`config.mk`:
```
export PLATFORM = sky130hd
export DESIGN_NAME = hb_spi_slave
export DESIGN_NICKNAME = d
export VERILOG_FILES = /design/src/rtl/hb_spi_pkg.sv /design/src/rtl/hb_spi_sync.sv /design/src/rtl/hb_spi_shifter.sv /design/src/rtl/hb_spi_frame_chk.sv /design/src/rtl/hb_spi_slave.sv
export SDC_FILE = /design/constraint.sdc
export NUM_CORES = 1
export LEC_CHECK = 0
export ABC_AREA = 1
export BUFFER_PORTS_ARGS = -buffer_cell sky130_fd_sc_hd__buf_2
export CAP_MARGIN = 20
export CORE_MARGIN = 5
export CORE_UTILIZATION = 53
export DETAILED_ROUTE_END_ITERATION = 6
export HOLD_SLACK_MARGIN = 0.05
export PLACE_DENSITY = 0.78
export REMOVE_ABC_BUFFERS = 1
export SLEW_MARGIN = 40
export SYNTH_ARGS = -nofsm -noshare
export SYNTH_HDL_FRONTEND = slang
export SYNTH_SLANG_ARGS = --single-unit
```
`constraint.sdc`:
```
create_clock -name clk_i -period 1.5 [get_ports clk_i]
set_input_delay 0.375 -clock clk_i [delete_from_list [all_inputs] [get_ports clk_i]]
set_output_delay 0.375 -clock clk_i [all_outputs]
set_load 0.05 [all_outputs]
```
`src/rtl/hb_spi_pkg.sv`:
```
package hb_spi_pkg;
  localparam int FRAME_W = 16;
  localparam int CNT_W   = $clog2(FRAME_W);
  // control field positions
  localparam int C_SRR   = 0;
  localparam int C_DRV_LO = 1;
  localparam int C_DRV_HI = 6;
  localparam int C_OCD   = 13;
  localparam int C_ULSD  = 14;
  localparam int C_OVLO  = 15;
  function automatic logic [FRAME_W-1:0] keep_mask();
    logic [FRAME_W-1:0] m;
    m = '0;
    m[C_SRR] = 1'b1;
    for (int i = C_DRV_LO; i <= C_DRV_HI; i++) m[i] = 1'b1;
    m[C_OCD] = 1'b1;
    m[C_ULSD] = 1'b1;
    m[C_OVLO] = 1'b1;
    return m;
  endfunction
  localparam logic [FRAME_W-1:0] CTRL_KEEP = keep_mask();
endpackage

```
`src/rtl/hb_spi_sync.sv`:
```
module hb_spi_sync #(
  parameter int           W   = 3,
  parameter logic [W-1:0] RST = '0
) (
  input  logic         clk_i,
  input  logic         rst_ni,
  input  logic [W-1:0] pin_i,
  output logic [W-1:0] lvl_o,
  output logic [W-1:0] rise_o,
  output logic [W-1:0] fall_o
);
  logic [W-1:0] s1_q, s2_q, prev_q;

  for (genvar g = 0; g < W; g++) begin : g_bit
    always_ff @(posedge clk_i or negedge rst_ni) begin
      if (!rst_ni) begin
        s1_q[g]   <= RST[g];
        s2_q[g]   <= RST[g];
        prev_q[g] <= RST[g];
      end else begin
        s1_q[g]   <= pin_i[g];
        s2_q[g]   <= s1_q[g];
        prev_q[g] <= s2_q[g];
      end
    end
    assign rise_o[g] = s2_q[g] & ~prev_q[g];
    assign fall_o[g] = ~s2_q[g] & prev_q[g];
  end

  assign lvl_o = s2_q;
endmodule

```
`src/rtl/hb_spi_shifter.sv`:
```
module hb_spi_shifter
  import hb_spi_pkg::*;
(
  input  logic               clk_i,
  input  logic               rst_ni,
  input  logic               cs_s_i,
  input  logic               cs_fall_i,
  input  logic               cs_rise_i,
  input  logic               sck_rise_i,
  input  logic               sdi_s_i,
  input  logic [FRAME_W-1:0] status_i,
  output logic [FRAME_W-1:0] rx_word_o,
  output logic               sdo_o,
  output logic               sdo_oe_o
);
  logic [FRAME_W-1:0] sr_q;
  logic               oe_q;

  always_ff @(posedge clk_i or negedge rst_ni) begin
    if (!rst_ni) begin
      sr_q <= '0;
    end else if (cs_fall_i) begin
      sr_q <= status_i;
    end else if (sck_rise_i && !cs_s_i) begin
      sr_q <= {sdi_s_i, sr_q[FRAME_W-1:1]};
    end
  end

  always_ff @(posedge clk_i or negedge rst_ni) begin
    if (!rst_ni)        oe_q <= 1'b0;
    else if (cs_fall_i) oe_q <= 1'b1;
    else if (cs_rise_i) oe_q <= 1'b0;
  end

  assign rx_word_o = sr_q;
  assign sdo_oe_o  = oe_q;
  assign sdo_o     = oe_q & sr_q[0];

  a_r6_oe_off: assert property (@(posedge clk_i) disable iff (!rst_ni)
    cs_rise_i |=> !sdo_oe_o);
  a_r7_status_load: assert property (@(posedge clk_i) disable iff (!rst_ni)
    cs_fall_i |=> (sdo_oe_o && sdo_o == $past(status_i[0])));
  a_r6_quiet_when_off: assert property (@(posedge clk_i) disable iff (!rst_ni)
    !sdo_oe_o |-> !sdo_o);
endmodule

```
`src/rtl/hb_spi_frame_chk.sv`:
```
module hb_spi_frame_chk
  import hb_spi_pkg::*;
(
  input  logic clk_i,
  input  logic rst_ni,
  input  logic cs_s_i,
  input  logic cs_fall_i,
  input  logic cs_rise_i,
  input  logic sck_s_i,
  input  logic sck_rise_i,
  output logic commit_o
);
  logic [CNT_W-1:0] cnt_q;
  logic             seen_q;

  always_ff @(posedge clk_i or negedge rst_ni) begin
    if (!rst_ni) begin
      cnt_q  <= '0;
      seen_q <= 1'b0;
    end else if (cs_fall_i) begin
      cnt_q  <= '0;
      seen_q <= 1'b0;
    end else if (sck_rise_i && !cs_s_i) begin
      cnt_q  <= cnt_q + 1'b1;
      seen_q <= 1'b1;
    end
  end

  // count modulo frame width; seen_q rules out the empty frame
  assign commit_o = cs_rise_i & seen_q & (cnt_q == '0) & ~sck_s_i;

  a_r3_no_count_when_idle: assert property (@(posedge clk_i) disable iff (!rst_ni)
    (cs_s_i && !cs_fall_i) |=> $stable(cnt_q));
endmodule

```
`src/rtl/hb_spi_slave.sv`:
```
module hb_spi_slave
  import hb_spi_pkg::*;
(
  input  logic               clk_i,
  input  logic               rst_ni,
  input  logic               cs_ni,
  input  logic               sck_i,
  input  logic               sdi_i,
  output logic               sdo_o,
  output logic               sdo_oe_o,
  input  logic [FRAME_W-1:0] status_i,
  output logic [FRAME_W-1:0] ctrl_o,
  output logic               frame_ok_o
);
  localparam int PIN_W = 3;
  localparam int P_CS = 0, P_SCK = 1, P_SDI = 2;

  logic [PIN_W-1:0] lvl, rise, fall;
  logic [FRAME_W-1:0] rx_word, ctrl_q;
  logic commit, frame_ok_q;

  hb_spi_sync #(.W(PIN_W), .RST(3'b001)) i_sync (
    .clk_i  (clk_i),
    .rst_ni (rst_ni),
    .pin_i  ({sdi_i, sck_i, cs_ni}),
    .lvl_o  (lvl),
    .rise_o (rise),
    .fall_o (fall)
  );

  hb_spi_shifter i_shift (
    .clk_i      (clk_i),
    .rst_ni     (rst_ni),
    .cs_s_i     (lvl[P_CS]),
    .cs_fall_i  (fall[P_CS]),
    .cs_rise_i  (rise[P_CS]),
    .sck_rise_i (rise[P_SCK]),
    .sdi_s_i    (lvl[P_SDI]),
    .status_i   (status_i),
    .rx_word_o  (rx_word),
    .sdo_o      (sdo_o),
    .sdo_oe_o   (sdo_oe_o)
  );

  hb_spi_frame_chk i_chk (
    .clk_i      (clk_i),
    .rst_ni     (rst_ni),
    .cs_s_i     (lvl[P_CS]),
    .cs_fall_i  (fall[P_CS]),
    .cs_rise_i  (rise[P_CS]),
    .sck_s_i    (lvl[P_SCK]),
    .sck_rise_i (rise[P_SCK]),
    .commit_o   (commit)
  );

  always_ff @(posedge clk_i or negedge rst_ni) begin
    if (!rst_ni) begin
      ctrl_q     <= '0;
      frame_ok_q <= 1'b0;
    end else begin
      frame_ok_q <= commit;
      if (commit) ctrl_q <= rx_word & CTRL_KEEP;
    end
  end

  assign ctrl_o     = ctrl_q;
  assign frame_ok_o = frame_ok_q;

  a_r5_single_pulse: assert property (@(posedge clk_i) disable iff (!rst_ni)
    frame_ok_o |=> !frame_ok_o);
  a_r3_hold_ctrl: assert property (@(posedge clk_i) disable iff (!rst_ni)
    !rise[P_CS] |=> $stable(ctrl_o));
  a_r2_commit_word: assert property (@(posedge clk_i) disable iff (!rst_ni)
    frame_ok_o |-> ctrl_o == ($past(rx_word) & CTRL_KEEP));
  a_r4_sck_low: assert property (@(posedge clk_i) disable iff (!rst_ni)
    frame_ok_o |-> !$past(lvl[P_SCK]));
  a_r6_oe_follows_cs: assert property (@(posedge clk_i) disable iff (!rst_ni)
    (lvl[P_CS] && !rise[P_CS]) |-> !sdo_oe_o);
endmodule

```
---- Yosys cells after proc, flatten, opt, wreduce, memory -nomap -nowiden ----
Cells that the tools add are included.
cells by class
  bitwise operators ....................... 11
  reductions and logical operators ........ 5
  div/mod/pow operators ................... 0
  muxes and demuxes ....................... 8
  $mul .................................... 0
  $lt $le $gt $ge ......................... 0
  add/sub/neg operators ................... 1
  shift operators ......................... 0
  equal/unequal tests ..................... 0
operators by type and width
  cell                                          number
  two-way mux 16 bit                            2
  two-way mux 4 bit                             2
  bitwise AND 1 bit                             7
  adder 4 x 1 -> 4 bit (second input constant)  1
  zero test 4 bit                               1
  two-way mux 1 bit                             4
  inverter 1 bit                                4
  nonzero test 2 bit                            2
  logical AND 1 bit                             1
  zero test 1 bit                               1
word-level totals
  bits in writable memories ............... 0
  input bits .............................. 21
  memories kept ........................... 0
  ROM bits ................................ 0
  output and inout bits ................... 19
  register bits after elaboration ......... 41
  logic and storage cells ................. 39
  latch bits .............................. 0

---- Logic depth before layout (Yosys ltp) ----
  depth after elaboration ................. 5
  gate-level depth with buffers ........... 8
  gate-level depth less buffers ........... 7

---- By module ----
A second synthesis with hierarchy kept.
second synthesis, totals
  cells, all modules ...................... 234
  area total of the unflattened synthesis .. 1951.9 µm²
by module, submodules not included
  module            area an instance (µm²)  cells an instance  seq. area each (µm²)  instances
  hb_spi_shifter    952.2                   128                425.4                 1
  hb_spi_slave      451.7                   50                 275.3                 1
  hb_spi_frame_chk  274.0                   35                 125.1                 1
  hb_spi_sync       274.0                   21                 229.0                 1

---- Worst setup path after synthesis ----
Ideal clock, no wire load.
  path type ............................... register to register
  from .................................... register i_sync.s2_q[0] (netlist: i_sync.lvl_o[0])
  to ...................................... register i_shift.sr_q[12] (netlist: i_shift.rx_word_o[12])
  required time ........................... 1.374 ns
  buffers on the path ..................... 2
  cell stages (with the launch flop) ...... 9
  arrival ................................. 1.290 ns
  clock period less this slack ............ 1.416 ns
  path slack .............................. 0.084 ns
  library setup time ...................... 0.126 ns
  path through ............................ dfstp_2 -> inv_1 -> ha_1 -> buf_6 -> inv_4 -> nand2_4 -> buf_6 -> nand2_1 -> o21ai_0
between the ends
  longest elaborated chain between the ends .. 3
  elaborated cells between the ends (all ways) .. 6
  classes of those cells .................. mux (1); bitwise (2); reduce/logical (3)
RTL lines
  item                                                             line                   source
  from (decl)                                                      hb_spi_sync.sv:12      logic [W-1:0] s1_q, s2_q, prev_q;
  from (signal, indexed assignment)                                hb_spi_sync.sv:18      s2_q[g] <= RST[g];
  from (signal, indexed assignment)                                hb_spi_sync.sv:22      s2_q[g] <= s1_q[g];
  inverter 1 bit (*)                                               hb_spi_sync.sv:27      assign fall_o[g] = ~s2_q[g] & prev_q[g];
  bitwise AND 1 bit (*)                                            hb_spi_sync.sv:27
  net i_chk.cs_fall_i                                              hb_spi_frame_chk.sv:7  input logic cs_fall_i,
  two-way mux 16 bit / nonzero test 2 bit (equally long branches)  n/a
  to (signal assigned)                                             hb_spi_shifter.sv:23   sr_q <= status_i;
  to (signal assigned)                                             hb_spi_shifter.sv:25   sr_q <= {sdi_s_i, sr_q[FRAME_W-1:1]};
  to (decl)                                                        hb_spi_shifter.sv:16   logic [FRAME_W-1:0] sr_q;
The timed path passes the listed nets; every way through them passes the cells marked *.
A chain may end at the register's enable or synchronous reset.

---- Final worst setup path ----
  from .................................... register i_shift.sr_q[0] (netlist: i_shift.rx_word_o[0])
  to ...................................... output sdo_o
between the ends
  longest elaborated chain between the ends .. 1
RTL lines
  item               line                  source
  bitwise AND 1 bit  hb_spi_shifter.sv:37  assign sdo_o = oe_q & sr_q[0];
  to (decl)          hb_spi_slave.sv:9     output logic sdo_o,
Every way passes these cells.

==> metrics.md <==
| Metric | Value |
|---|---|
| Cell Count, Final, Fillers Out | 295 |
| Num Clock Sinks | 41 |
| Area of the mapped netlist | 0.00188 mm2 |
| Setup TNS | 0 ns |
| Initial antenna violation count | 0 |
| Final Hold Vio Count | 0 |
| First-pass GRT wire length | 6260 um |
| Minimum clock period | 1.43 ns |
| Hold crit path type | input pin to register |
| Required @ worst endpoint | 1.12 ns |
| Instance count on the critical path | 3 |
| CP endpoint kind | primary output |
| Static Leakage | 1.16 nW |
| Vias per Instance | 4.87 |
| Synth-to-Final Area Change | 17.6% |
| Fin worst setup slack | 0.0737 ns |
| 1st-iter DRT viols | 95 |
| Final net count | 273 |
| Total GRT Usage | 0.161 |
| Final Max Tran Viols | 0 |
| Vias in the first global route | 1,364 |
| Max Buffers Root-to-Sink | 2 |
| Max_cap viols | 0 |
| Largest net degree at the start of global routing | 27 |
| Final Setup Violations | 0 |
| PortBufs | 33 |
| Synth Register Bits | 41 |
| H-tree level count | 2 |
| Core area | 0.00339 mm2 |
| Via count | 1,438 |
| Die area | 0.00484 mm2 |
| Final ANT Viol Nets | 0 |
| Yosys cell types | 22 |
| Yosys warning count | 0 |
| Hold depth | 1 |
| RSZ-0062 raised after global routing | true |
| Clock skew | 0.0110 ns |
| TritonCTS clock tree | built |
| I/O Pins | 40 |
| Gate Count Post-Synth | 206 |
| Initial Utilization | 0.556 |
| WL per Instance | 11.8 um |
| Status | finished clean |
| Critical path class | register to primary output |
| Commonest non-fill, non-tap cells in the layout | 67 x nand2_1, 38 x dfrtp_1, 32 x buf_2 |
| Final WL | 3470 um |
| Type of origin of the critical path | register |
| Peak VDD IR | 0.000690 V |
| Most common cell after layout, fill and taps aside | nand2_1 |
| CP Data Arrival Time | 1.05 ns |
| Cell Pwr Density | 1310 mW/mm2 |
| Peak Freq | 701 MHz |
| WP buf/inv | 2 |
| Crit path max-delay cell type | dfrtp_1 |
| Reg2Reg Depth | 7 |
| Crit Path Max Fanout | 3 |
| CTS root buf | clkbuf_4 |
| DIE HEIGHT | 69.6 um |
| Skew-Pair Late Insertion Delay | 0.35 ns |
| Rows | 21 |
| CP delay by family, top | flip-flops |
| Reg clk slew, reported paths | 0.11 ns |
| DRC violations left | 0 |
| Setup WS pre-CTS | -0.0388 ns |
| Post-Route Utilization | 0.653 |
| Sequential-to-total area share from yosys stat | 0.547 |
| Share of cells above drive strength 1 | 0.301 |
| Syn_area_per_cell | 9.14 um2 |
| N_diodes | 0 |
| DRT Pass-1 Iters | 4 |
| Final Cycle Share | 0.951 |
| DP HPWL | 2460 um |
| Total gr overflow | 0 |
| CP cell instances | nand2_1, inv_1, buf_4 |
| Inst Count DP | 283 |
| GPL Wtd Cong | 0.760 |
| Die W | 69.6 um |
| Worst Hold Slack | 0.116 ns |
| CP max stage delay | 0.43 ns |
| Num CTS Buffers | 5 |
## layout make-up
| class | instances | area, um2 |
|---|---|---|
| clock buffer | 8 | 58.8 |
| fill | 266 | 1170 |
| inverter | 19 | 73.8 |
| multi-input combinational | 136 | 718 |
| sequential | 41 | 1030 |
| tap | 46 | 57.6 |
| timing repair buffer | 45 | 277 |
## sequential cells by signal, summed over array words and instances (netlist names)
register,cells
ctrl_o,10
frame_ok_o,1
i_chk.cnt_q,4
i_chk.seen_q,1
i_shift.rx_word_o,16
i_shift.sdo_oe_o,1
i_sync.lvl_o,3
i_sync.prev_q,2
i_sync.s1_q,3
## routing by layer
metal | up-vias | global-route usage | wire length [um]
li1 | 728 | - | -
met2 | 48 | 0.249 | 1660
met1 | 655 | 0.199 | 1480
met4 | 0 | 0.0738 | 65
met3 | 7 | 0.0580 | 263
met5 | - | 0 | 0
## through the flow
| stage | instance area [um2] | power (mW) |
|---|---|---|
| 6_report | 2210 | 2.91 |
| 5_1_grt | 2210 | 3.10 |
| 4_1_cts | 2160 | 2.90 |
| 3_5_place_dp | 2080 | 2.33 |
| 3_3_place_gp | 2080 | 2.30 |
| 2_1_floorplan | 1770 | 2.08 |
## path summary, 6_finish.rpt
kind	from	end	slack (ns)
worst max-delay path	i_shift.rx_word_o[0]	sdo_o	0.07
worst min-delay path	cs_ni	i_sync.s1_q[0]	0.12
worst max register to register	i_sync.lvl_o[0]	i_shift.rx_word_o[14]	0.09
worst min register to register	i_sync.s1_q[1]	i_sync.lvl_o[1]	0.36
max in group asynchronous	rst_ni	ctrl_o[0]	0.52
min in group asynchronous	rst_ni	i_sync.s1_q[2]	0.51
## Yosys cell counts
cell type	count	area [um2]
nand2_1	68	255
dfrtp_1	38	951
nand3_1	20	100
inv_1	18	67.6
o21ai_0	14	70.1
o21ai_2	10	87.6
buf_4	7	52.6
buf_6	5	56.3
buf_2	4	20.0
ha_1	4	50.1
nor2_1	4	15.0
dfstp_2	3	78.8
o21ai_1	2	10.0
a21oi_1	1	5.00
a21oi_2	1	8.76
conb_1	1	3.75
inv_4	1	6.26
nand2_4	1	11.3
nand3_2	1	10.0
nor2_2	1	6.26
nor3_2	1	10.0
o21a_1	1	7.51
## power by group
part           switching (mW)  internal (mW)
logic                   0.676          0.251
clock network           0.340          0.231
registers               0.102           1.31
## kinds of logic after synthesis
kind of cell	after synthesis	synth area share
AO/OA/AOI/OAI	29	0.100
adder cells (fa/ha/maj)	4	0.0266
buffers and inverters	35	0.108
flip-flops	41	0.547
other	1	0.00199
AND/OR/NAND/NOR	96	0.217
## what timing repair did
action,in CTS,in global routing
endpoints found under the hold margin,15,0
hold buffers,1,0
pin swaps,0,3
setup buffers,0,2
setup endpoints to repair,19,21
resized for setup,4,11
cloned,0,1
## worst register-to-register path, stage by stage (launching register included)
cell,delay (ns)
dfstp_2,0.57
inv_1,0.08
ha_4,0.19
buf_4,0.17
nand2_1,0.06
o21ai_0,0.07
nand2_1,0.06
o21ai_0,0.09
No activity file was read; power rests on OpenSTA's default activity.
